### src/rtl/bar_bank_pkg.sv
package bar_bank_pkg;

    localparam int NUM_BARS  = 6;
    localparam int NUM_SLOTS = NUM_BARS + 1;
    localparam int ROM_SLOT  = NUM_BARS;
    localparam int SEL_W     = 3;

    typedef logic [31:0] word_t;
    typedef logic [SEL_W-1:0] sel_t;

    // Address bits at or above the size boundary.
    function automatic word_t size_mask(input int unsigned lg);
        return 32'hFFFF_FFFF << lg;
    endfunction

    // Expand byte lane enables into a bit mask.
    function automatic word_t lane_mask(input logic [3:0] be);
        return {{8{be[3]}}, {8{be[2]}}, {8{be[1]}}, {8{be[0]}}};
    endfunction

    // Fixed low nibble of a slot: I/O flag, width code, prefetch flag.
    function automatic word_t attr_bits(input bit is_io, input bit pref, input bit wide);
        if (is_io)
            return 32'h0000_0001;
        return {28'h0, pref, wide, 1'b0, 1'b0};
    endfunction

endpackage

### src/rtl/bar_slot.sv
module bar_slot
    import bar_bank_pkg::*;
#(
    parameter bit    HARDWIRED = 1'b0,
    parameter word_t HW_VALUE  = 32'h0,
    parameter word_t WMASK     = 32'h0,
    parameter word_t FIXED     = 32'h0
) (
    input  logic  clk,
    input  logic  rst,
    input  logic  wr_en,
    input  logic [3:0] be,
    input  word_t wdata,
    output word_t value
);

    word_t q;
    word_t upd_mask;

    assign upd_mask = lane_mask(be) & WMASK;

    always_ff @(posedge clk) begin
        if (rst)
            q <= '0;
        else if (wr_en && !HARDWIRED)
            q <= (q & ~upd_mask) | (wdata & upd_mask);
    end

    always_comb begin
        if (HARDWIRED)
            value = HW_VALUE;
        else
            value = (q & WMASK) | FIXED;
    end

endmodule

### src/rtl/bar_hit_decode.sv
module bar_hit_decode
    import bar_bank_pkg::*;
#(
    parameter bit [NUM_BARS-1:0]      BAR_EN    = 6'b000001,
    parameter bit [NUM_BARS-1:0]      BAR_IO    = 6'b000000,
    parameter bit [NUM_BARS-1:0][5:0] BAR_SIZE  = {NUM_BARS{6'd20}},
    parameter int                     WIDE_MODE = 0,
    parameter bit                     ROM_EN    = 1'b0,
    parameter int                     ROM_SIZE  = 16
) (
    input  word_t [NUM_SLOTS-1:0] vals,
    input  logic [63:0]           addr,
    input  logic                  is_io,
    input  logic                  mem_en,
    input  logic                  io_en,
    output logic [NUM_SLOTS-1:0]  hit_vec
);

    logic [NUM_SLOTS-1:0] raw;
    logic                 hi_zero;

    assign hi_zero = (addr[63:32] == 32'h0);

    for (genvar k = 0; k < NUM_BARS; k++) begin : g_bar
        localparam bit    UPPER = (WIDE_MODE != 0) && (k == WIDE_MODE);
        localparam bit    LOWER = (WIDE_MODE != 0) && (k == WIDE_MODE - 1);
        localparam int    HI    = (k < NUM_BARS - 1) ? k + 1 : k;
        localparam bit    LIVE  = BAR_EN[k] && !UPPER;
        localparam word_t AMASK = size_mask(BAR_SIZE[k]);

        logic hi_ok, lo_ok, kind_ok;

        assign hi_ok   = LOWER ? (addr[63:32] == vals[HI]) : hi_zero;
        assign lo_ok   = ((addr[31:0] ^ vals[k]) & AMASK) == 32'h0;
        assign kind_ok = BAR_IO[k] ? (is_io && io_en) : (!is_io && mem_en);
        assign raw[k]  = LIVE && hi_ok && lo_ok && kind_ok;
    end

    localparam word_t ROM_MASK = size_mask(ROM_SIZE);

    assign raw[ROM_SLOT] = ROM_EN && vals[ROM_SLOT][0] && !is_io && mem_en && hi_zero
                         && (((addr[31:0] ^ vals[ROM_SLOT]) & ROM_MASK) == 32'h0);

    // Keep only the lowest-numbered claimant.
    assign hit_vec = raw & (~raw + 1'b1);

endmodule

### src/rtl/bar_bank.sv
module bar_bank
    import bar_bank_pkg::*;
#(
    parameter bit [NUM_BARS-1:0]       BAR_EN     = 6'b000001,
    parameter bit [NUM_BARS-1:0]       BAR_IO     = 6'b000000,
    parameter bit [NUM_BARS-1:0]       BAR_PREF   = 6'b000000,
    parameter bit [NUM_BARS-1:0][5:0]  BAR_SIZE   = {NUM_BARS{6'd20}},
    parameter bit [NUM_BARS-1:0]       BAR_HW     = 6'b000000,
    parameter bit [NUM_BARS-1:0][31:0] BAR_HW_VAL = '0,
    parameter int                      WIDE_MODE  = 0,
    parameter bit                      ROM_EN     = 1'b0,
    parameter int                      ROM_SIZE   = 16,
    parameter bit                      ROM_HW     = 1'b0,
    parameter bit [31:0]               ROM_HW_VAL = 32'h0
) (
    input  logic        clk,
    input  logic        rst,
    input  logic        cfg_wr,
    input  logic [2:0]  cfg_sel,
    input  logic [3:0]  cfg_be,
    input  logic [31:0] cfg_wdata,
    output logic [31:0] cfg_rdata,
    input  logic        mem_en,
    input  logic        io_en,
    input  logic [63:0] dec_addr,
    input  logic        dec_io,
    output logic [6:0]  hit_vec,
    output logic        hit_any
);

    // Present slots must be a non-empty run from slot 0; a pair must be two present memory slots.
    localparam bit RUN_OK  = (BAR_EN != '0) && ((BAR_EN & (BAR_EN + 1'b1)) == '0);
    localparam bit PAIR_OK = (WIDE_MODE == 0)
                          || ((WIDE_MODE == 1 || WIDE_MODE == 2)
                              && BAR_EN[WIDE_MODE] && BAR_EN[WIDE_MODE-1]
                              && !BAR_IO[WIDE_MODE] && !BAR_IO[WIDE_MODE-1]);
    localparam bit ROM_OK  = (ROM_SIZE >= 11) && (ROM_SIZE <= 31);

    if (!(RUN_OK && PAIR_OK && ROM_OK)) begin : g_bad_cfg
        $error("bar_bank: illegal slot configuration");
    end

    word_t [NUM_SLOTS-1:0] rd_val;
    word_t [7:0]           rd_all;

    for (genvar k = 0; k < NUM_SLOTS; k++) begin : g_slot
        localparam bit    IS_ROM = (k == ROM_SLOT);
        localparam int    BI     = IS_ROM ? 0 : k;
        localparam bit    UPPER  = !IS_ROM && (WIDE_MODE != 0) && (k == WIDE_MODE);
        localparam bit    LOWER  = !IS_ROM && (WIDE_MODE != 0) && (k == WIDE_MODE - 1);
        localparam bit    EN     = IS_ROM ? ROM_EN : BAR_EN[BI];
        localparam bit    HARD   = !EN || (IS_ROM ? ROM_HW : BAR_HW[BI]);
        localparam word_t HVAL   = !EN ? 32'h0 : (IS_ROM ? ROM_HW_VAL : BAR_HW_VAL[BI]);
        localparam word_t WMASK  = IS_ROM ? (size_mask(ROM_SIZE) | 32'h1)
                                 : UPPER ? 32'hFFFF_FFFF
                                 : size_mask(BAR_SIZE[BI]);
        localparam word_t FIXED  = (IS_ROM || UPPER) ? 32'h0
                                 : attr_bits(BAR_IO[BI], BAR_PREF[BI], LOWER);

        bar_slot #(
            .HARDWIRED (HARD),
            .HW_VALUE  (HVAL),
            .WMASK     (WMASK),
            .FIXED     (FIXED)
        ) u_slot (
            .clk   (clk),
            .rst   (rst),
            .wr_en (cfg_wr && (cfg_sel == SEL_W'(k))),
            .be    (cfg_be),
            .wdata (cfg_wdata),
            .value (rd_val[k])
        );
    end

    assign rd_all    = {32'h0, rd_val};
    assign cfg_rdata = rd_all[cfg_sel];

    bar_hit_decode #(
        .BAR_EN    (BAR_EN),
        .BAR_IO    (BAR_IO),
        .BAR_SIZE  (BAR_SIZE),
        .WIDE_MODE (WIDE_MODE),
        .ROM_EN    (ROM_EN),
        .ROM_SIZE  (ROM_SIZE)
    ) u_decode (
        .vals    (rd_val),
        .addr    (dec_addr),
        .is_io   (dec_io),
        .mem_en  (mem_en),
        .io_en   (io_en),
        .hit_vec (hit_vec)
    );

    assign hit_any = |hit_vec;

endmodule

### config.mk
export PLATFORM = sky130hd
export DESIGN_NAME = bar_bank
export DESIGN_NICKNAME = d
export VERILOG_FILES = /design/src/rtl/bar_bank_pkg.sv /design/src/rtl/bar_slot.sv /design/src/rtl/bar_hit_decode.sv /design/src/rtl/bar_bank.sv
export SDC_FILE = /design/constraint.sdc
export NUM_CORES = 1
export LEC_CHECK = 0
export BUFFER_PORTS_ARGS = -buffer_cell sky130_fd_sc_hd__buf_2
export CAP_MARGIN = 10
export CORE_MARGIN = 2
export CORE_UTILIZATION = 52
export CTS_CLUSTER_SIZE = 14
export DETAILED_ROUTE_END_ITERATION = 6
export GPL_ROUTABILITY_DRIVEN = 0
export PLACE_DENSITY = 0.82
export SKIP_LAST_GASP = 1
export SYNTH_ARGS = -nofsm -noshare
export SYNTH_HDL_FRONTEND = slang
export SYNTH_HIERARCHICAL = 1
export SYNTH_SLANG_ARGS = --single-unit
export TNS_END_PERCENT = 5
### constraint.sdc
create_clock -name clk -period 4.26 [get_ports clk]
set_input_delay 0.426 -clock clk [delete_from_list [all_inputs] [get_ports clk]]
set_output_delay 0.426 -clock clk [all_outputs]
set_load 0.01 [all_outputs]
==> results.sh, run 1 <==
export IMPL_dr_pass1_iters=4
export IMPL_cp_required_ns=3.83
export IMPL_final_cells=738
export IMPL_seq_area_um2=240.2
export IMPL_cts_buffer_depth=2
export IMPL_cts_buffers_inserted=3
export IMPL_max_cap_violations=0
export IMPL_whs_path_depth=3
export IMPL_slowest_delay_ns=0.70
export IMPL_synthCells=570
export IMPL_fmax_ghz=0.3562
export IMPL_syn_area_per_cell_um2=7.753
export IMPL_dp_cells=735
export IMPL_syn2layout_area_growth_pct=-8.550
export IMPL_wl_mm=7.490
export IMPL_cts_max_level=1
export IMPL_cts_tree="yes"
export IMPL_skew_ns=0
export IMPL_crit_slowest_cell="nor2b_2"
export IMPL_cts_hold_buf=0
export IMPL_die_area_um2=9252
export IMPL_fin_ws_ns=1.453
export IMPL_place_ws_ns=1.394
export IMPL_antenna_found_initial=0
export IMPL_place_area_um2=4000
export IMPL_arrival_ns=2.38
export IMPL_hold_path_class="input pin to register"
export IMPL_layout_drive_gt1_share=0.2464
export IMPL_grt_max_degree=65
export IMPL_cp_max_fo=36
export IMPL_crit_top_cell="buf_2"
export IMPL_nFillCells=816
export IMPL_ir_worst_vdd_uv=202.9
export IMPL_io_buffers=99
export IMPL_grt_pass1_vias=2617
export IMPL_tightest_slew_ns=1.002
export IMPL_fp_dieH_um=96.19
export IMPL_rsz0062_at_grt="no"
export IMPL_post_cts_setup_buffers=0
export IMPL_setup_viol_count_final=0
export IMPL_drc=0
export IMPL_n_antenna_cell=0
export IMPL_core_um2=8217
export IMPL_stdcell_area_um2=4041
export IMPL_grt_pass1_wl_mm=11.70
export IMPL_track_usage=0.1553
export IMPL_finalCritPeriodShare=0.6590
export IMPL_regToRegSetupSlack_ns=3.38
export IMPL_path_cells="buf_2 -> nor2b_2 -> buf_4 -> a22o_1 -> a31oi_1 -> buf_2"
export IMPL_multi_input_area_um2=3093
export IMPL_crit_type="input pin to primary output"
export IMPL_root_buffer="clkbuf_8"
export IMPL_clkSinkCount=12
export IMPL_post_route_min_period_ns=2.807
export IMPL_nets=744
export IMPL_status="finished, final reports clean"
export IMPL_path_clk_slew_ns=0.05
export IMPL_start_kind="input pin"
export IMPL_hold_viol=0
export IMPL_netlist_area_um2=4419
export IMPL_initial_core_util=0.5378
export IMPL_num_io_pins=149
export IMPL_drt_initial_drc_count=84
export IMPL_die_w_um=96.19
export IMPL_row_count=33
export IMPL_r2r_cells=2
export IMPL_cts_resized=0
export IMPL_drv_slew=0
export IMPL_relSlewSlack=0.3321
export IMPL_power_density_nw_per_um2=129.1
export IMPL_grt_overflow=0
export IMPL_post_dp_hpwl_mm=5.634
export IMPL_clock_latency_ns=0.23
export IMPL_ant_nets=0
export IMPL_critPathCaptureType="primary output"
export IMPL_fin_setup_tns_ns=0
export IMPL_hold_slack_ns=0.4416
export IMPL_num_vias=3057
export IMPL_viasPerCell=4.142
export IMPL_wl_per_cell_um=10.15
export IMPL_yosysWarnings=6
export IMPL_p_leak_nw=2.234
-- placed cells by master, fill, tap and decap left out --
| master | instances |
|---|---|
| nand2b_1 | 1 |
| nor2_2 | 1 |
| mux2i_1 | 96 |
| nor2b_2 | 2 |
| nor3_2 | 1 |
| nand3_1 | 13 |
| nand2_1 | 33 |
| nor4_2 | 1 |
| a21oi_1 | 10 |
| xor2_1 | 8 |
| buf_4 | 6 |
| nor4_1 | 10 |
| or2_2 | 32 |
| a22o_1 | 32 |
| a21bo_1 | 2 |
| xnor2_1 | 4 |
| dfxtp_1 | 12 |
| conb_1 | 218 |
| nor3_1 | 1 |
| nor4b_1 | 1 |
| a21bo_2 | 10 |
| buf_2 | 98 |
| nor2_1 | 1 |
| clkbuf_8 | 3 |
| a21oi_2 | 2 |
| nand4_1 | 3 |
| a31oi_1 | 32 |
-- path summary, 6_finish.rpt --
path	endpoint	start
hold reg to reg	register	register
setup / recovery	cfg_rdata[20]	cfg_sel[0]
setup reg to reg	register	register
hold / removal	register	cfg_wdata[22]
-- worst max-delay path, delay by kind of cell --
family,cells,cell delay [ns]
buffers and inverters,3,1.00
AND/OR/NAND/NOR,1,0.70
AO/OA/AOI/OAI,2,0.24
-- final cells by class --
cell class                 count  area share
sequential                    12     0.05944
multi-input combinational    514      0.7653
tap                          105     0.03251
timing repair buffer         104      0.1325
clock buffer                   3     0.01022
-- where the power goes --
part	internal (W)	switching (W)
Sequential	0.000114	0.00000139
Combinational	0.000142	0.000164
Clock	0.0000621	0.0000388
-- through the flow --
step | util | power, W
after floorplan | - | 0.0004862
after global placement | 0.4868 | 0.0004141
after detailed placement | 0.4868 | 0.0004160
after CTS | 0.4919 | 0.0005177
after global routing | 0.4919 | 0.0005673
final | 0.4919 | 0.0005216
-- metal layers --
| metal | up-vias | GRT usage | routed length [um] |
|---|---|---|---|
| li1 | 1659 | - | - |
| met1 | 1326 | 0.2017 | 3400 |
| met2 | 66 | 0.2778 | 3748 |
| met3 | 6 | 0.02114 | 283 |
| met4 | 0 | 0.02024 | 58 |
| met5 | - | 0 | 0 |
Note: power is estimated with default switching activity, not from simulation.
==> inputs of run 2 (changes only) <==
- CORE_UTILIZATION: 52 -> 48
- PLACE_DENSITY: 0.82 -> 0.8
- clock period: 4.26 -> 2.5 ns (I/O delays scaled with it)
==> results.sh, run 2 (synthesis gave the netlist of run 1 again) <==
export IMPL_status="finished, final reports clean"
export IMPL_row_count=35
export IMPL_antenna_found_initial=0
export IMPL_p_int_w=0.0005448
export IMPL_drv_slew=0
export IMPL_fmax_ghz=0.4778
export IMPL_start_kind="input pin"
export IMPL_wl_mm=7.189
export IMPL_hold_path_class="input pin to register"
export IMPL_p_clk_frac=0.198
export IMPL_core_um2=9065
export IMPL_tightest_slew_ns=0.9592
export IMPL_cp_max_fo=22
export IMPL_die_area_um2=9990
export IMPL_place_ws_ns=0.3996
export IMPL_drt_initial_drc_count=85
export IMPL_power_density_nw_per_um2=220.1
export IMPL_hold_viol=0
export IMPL_cts_buffers_inserted=3
export IMPL_cts_hold_buf=0
export IMPL_p_seq_frac=0.219
export IMPL_nets=748
export IMPL_cts_max_level=1
export IMPL_clkSinkCount=12
export IMPL_fp_dieH_um=99.95
export IMPL_track_usage=0.1452
export IMPL_layout_commonest_cell="conb_1"
export IMPL_root_buffer="clkbuf_8"
export IMPL_drc=0
export IMPL_layout_drive_gt1_share=0.2512
export IMPL_critPathCaptureType="primary output"
export IMPL_p_sw_frac=0.3930
export IMPL_finalCritPeriodShare=0.8372
export IMPL_crit_type="input pin to primary output"
export IMPL_nFillCells=939
export IMPL_clock_latency_ns=0.24
export IMPL_p_comb_frac=0.582
export IMPL_relSlewSlack=0.3576
export IMPL_ir_worst_vdd_uv=241.3
export IMPL_path_clk_slew_ns=0.05
export IMPL_cts_resized=0
export IMPL_grt_pass1_wl_mm=12.05
export IMPL_fin_ws_ns=0.4069
export IMPL_wl_per_cell_um=9.611
export IMPL_arrival_ns=1.84
export IMPL_post_dp_hpwl_mm=5.473
export IMPL_io_buffers=99
export IMPL_grt_max_degree=48
export IMPL_cts_buffer_depth=2
export IMPL_die_w_um=99.95
export IMPL_post_cts_setup_buffers=0
export IMPL_p_leak_nw=2.253
export IMPL_skew_ns=0
export IMPL_viasPerCell=4.091
export IMPL_ant_nets=0
export IMPL_power_net_switching_w=0.0003528
export IMPL_num_io_pins=149
export IMPL_setup_viol_count_final=0
export IMPL_max_cap_violations=0
export IMPL_syn2layout_area_growth_pct=-7.701
export IMPL_cts_tree="yes"
export IMPL_grt_pass1_vias=2636
export IMPL_rsz0062_at_grt="no"
export IMPL_final_cell_mix="218 x conb_1, 98 x buf_2, 96 x mux2i_1, 33 x nand2_1"
export IMPL_initial_core_util=0.4875
export IMPL_dr_pass1_iters=4
export IMPL_fin_setup_tns_ns=0
export IMPL_cp_required_ns=2.25
export IMPL_n_antenna_cell=0
export IMPL_num_vias=3060
export IMPL_post_route_min_period_ns=2.093
export IMPL_grt_overflow=0
-- run 2: cell count changes in the layout (fill, tap and decap cells not counted), sizes merged --
cell / change
buf: +4
-- run 2: layer usage --
| metal | vias up | wire [um] | track usage |
|---|---|---|---|
| met5 | - | 0 | 0 |
| met4 | 0 | 125 | 0.04004 |
| met3 | 9 | 312 | 0.009053 |
| met2 | 92 | 3357 | 0.2666 |
| met1 | 1293 | 3394 | 0.1833 |
| li1 | 1666 | - | - |
-- run 2: area by class of cell --
cell class | instances | area (um^2) | share of cell area
multi-input combinational | 514 | 3093 | 0.7583
timing repair buffer | 108 | 565.5 | 0.1387
sequential | 12 | 240.2 | 0.05890
tap | 111 | 138.9 | 0.03405
clock buffer | 3 | 41.29 | 0.01012
-- run 2: final timing paths --
| check | endpoint | slack, ns | cells after the start | from |
|---|---|---|---|---|
| setup / recovery | cfg_rdata[29] | 0.41 | 6 | cfg_sel[0] |
| hold / removal | register | 0.25 | 3 | cfg_wdata[21] |
| setup reg to reg | register | 1.67 | 2 | register |
| hold reg to reg | register | 0.60 | 2 | register |
-- run 2: critical path, cell delays in order --
cell and delay (ns):
buf_2 0.09, nor2b_2 0.77, buf_4 0.32, a22o_1 0.16
a31oi_1 0.06, buf_2 0.18
-- run 2: power groups by stage --
stage / registers, W / clock network, W / logic, W
2_1_floorplan: 0.000199 / 0 / 0.000629
3_3_place_gp: 0.000200 / 0 / 0.000513
3_5_place_dp: 0.000200 / 0 / 0.000515
4_1_cts: 0.000197 / 0.000181 / 0.000516
5_1_grt: 0.000197 / 0.000189 / 0.000589
6_report: 0.000197 / 0.000178 / 0.000523
-- run 2: stage by stage --
step / hold WS, ns / util / cells / cell area [um^2] / total power (W)
floorplan: 0.3191 / - / 780 / 5207 / 0.0008285
global placement: 0.5062 / 0.4454 / 745 / 4038 / 0.0007134
detailed placement: 0.5089 / 0.4454 / 745 / 4038 / 0.0007152
CTS: 0.2483 / 0.4500 / 748 / 4079 / 0.0008930
global route: 0.2686 / 0.4500 / 748 / 4079 / 0.0009743
finish: 0.2491 / 0.4500 / 748 / 4079 / 0.0008976
==> inputs of run 3 (changes only) <==
- clock period: 2.5 -> 1.72 ns (I/O delays scaled with it)
==> results.sh, run 3 (synthesis gave the netlist of run 1 again) <==
export IMPL_syn2layout_area_growth_pct=-5.549
export IMPL_cp_max_fo=2
export IMPL_grt_max_degree=53
export IMPL_hp_start="cfg_wdata[31]"
export IMPL_cts_max_level=1
export IMPL_wl_mm=7.495
export IMPL_nFillCells=953
export IMPL_hold_viol=0
export IMPL_root_buffer="clkbuf_8"
export IMPL_wl_per_cell_um=9.914
export IMPL_core_um2=9065
export IMPL_power_net_switching_w=0.0005109
export IMPL_slowest_delay_ns=0.33
export IMPL_fp_dieH_um=99.95
export IMPL_place_area_um2=4090
export IMPL_start_kind="register"
export IMPL_cts_buffers_inserted=3
export IMPL_p_comb_frac=0.590
export IMPL_cts_buffer_depth=2
export IMPL_arrival_ns=1.79
export IMPL_critPathCapture="hit_any"
export IMPL_layout_commonest_cell="conb_1"
export IMPL_initial_core_util=0.4875
export IMPL_grt_pass1_wl_mm=12.23
export IMPL_crit_type="register to primary output"
export IMPL_post_route_min_period_ns=1.963
export IMPL_num_io_pins=149
export IMPL_nets=756
export IMPL_antenna_found_initial=0
export IMPL_fin_ws_ns=-0.2433
export IMPL_die_area_um2=9990
export IMPL_path_cells="xor2_1 -> nor4_2 -> nand4_1 -> nor4_4 -> nor3_2 -> nand2_1 -> buf_2"
export IMPL_viasPerCell=4.118
export IMPL_tightest_slew_ns=0.9400
export IMPL_setup_viol_count_final=23
export IMPL_regToRegSetupSlack_ns=0.83
export IMPL_hold_path_class="input pin to register"
export IMPL_p_seq_frac=0.218
export IMPL_cts_hold_buf=0
export IMPL_p_int_w=0.0007985
export IMPL_ir_worst_vdd_uv=382.4
export IMPL_p_clk_frac=0.191
export IMPL_finalCritPeriodShare=1.141
export IMPL_layout_drive_gt1_share=0.2682
export IMPL_status="finished with violations"
export IMPL_critPathTopFamily="simple AND/OR/NAND/NOR gates"
export IMPL_ant_nets=0
export IMPL_critPathCaptureType="primary output"
export IMPL_max_cap_violations=0
export IMPL_p_sw_frac=0.3902
export IMPL_n_antenna_cell=0
export IMPL_num_vias=3113
export IMPL_drt_initial_drc_count=84
export IMPL_dr_pass1_iters=4
export IMPL_track_usage=0.1483
export IMPL_relSlewSlack=0.3727
export IMPL_cp_required_ns=1.55
export IMPL_power_density_nw_per_um2=313.7
export IMPL_stdcell_area_um2=4174
export IMPL_row_count=35
export IMPL_grt_overflow=0
export IMPL_final_cell_mix="218 x conb_1, 98 x buf_2, 96 x mux2i_1, 33 x nand2_1"
export IMPL_drc=0
export IMPL_r2r_cells=3
export IMPL_post_dp_hpwl_mm=5.733
export IMPL_clock_latency_ns=0.24
export IMPL_path_clk_slew_ns=0.05
export IMPL_crit_slowest_cell="nor4_4"
export IMPL_die_w_um=99.95
export IMPL_cts_tree="yes"
export IMPL_rsz0062_at_grt="yes"
export IMPL_clkSinkCount=12
export IMPL_violations="negative setup slack"
export IMPL_drv_slew=0
export IMPL_p_leak_nw=2.313
export IMPL_skew_ns=0
export IMPL_io_buffers=99
export IMPL_crit_cells=7
export IMPL_fmax_ghz=0.5094
export IMPL_grt_pass1_vias=2682
export IMPL_crit_buf_inv=1
export IMPL_finalPower_w=0.001309
## run 3: repair_timing
| item | 4_1_cts | 5_1_grt |
|---|---|---|
| pin swaps | 5 | 3 |
| resized for setup | 6 | 1 |
| setup endpoints to repair | 23 | 34 |
| buffers inserted | 1 | 0 |
## run 3: worst min-delay path by stage
stage,endpoint,slack (ns),cells after the start
5_1_grt,register,0.19,3
3_3_place_gp,register,0.43,3
4_1_cts,register,0.18,3
3_5_place_dp,register,0.43,3
2_1_floorplan,register,0.24,1
6_report,register,0.18,3
## run 3: final cells by class
| class | instances | area (um^2) | share of cell area |
|---|---|---|---|
| flip-flops and latches | 12 | 242.7 | 0.05815 |
| multi-input cells | 514 | 3126 | 0.7488 |
| well taps | 111 | 138.9 | 0.03327 |
| repair buffers | 116 | 625.6 | 0.1499 |
| clock buffers | 3 | 41.29 | 0.009892 |
## run 3: metrics by stage
step	worst slack, ns	util	TNS [ns]	cells	hold slack, ns
4_1_cts	-0.2869	0.4598	-3.767	756	0.1777
5_1_grt	-0.3341	0.4605	-6.609	756	0.1905
6_report	-0.2433	0.4605	-2.930	756	0.1813
2_1_floorplan	0.09522	-	0	780	0.2411
3_5_place_dp	-0.2094	0.4512	-3.193	752	0.4316
3_3_place_gp	-0.1902	0.4512	-2.821	752	0.4277
## run 3: per-layer routing
layer	vias up	GRT usage	share of wire
met2	98	0.2931	0.50
met3	2	0.01114	0.054
met1	1330	0.1779	0.44
met5	-	0	0
met4	0	0.01897	0.0039
li1	1683	-	-
## run 3: power by group through the flow
stage	combinational, W	sequential, W	clock (W)
6_report	0.000773	0.000286	0.000251
5_1_grt	0.000873	0.000286	0.000266
4_1_cts	0.000762	0.000286	0.000254
3_5_place_dp	0.000758	0.000291	0
3_3_place_gp	0.000753	0.000291	0
2_1_floorplan	0.000914	0.000290	0
## run 3: worst min-delay path, cell delays in order
cell and delay, ns:
buf_2 0.10, nand3_1 0.05, a21oi_1 0.05
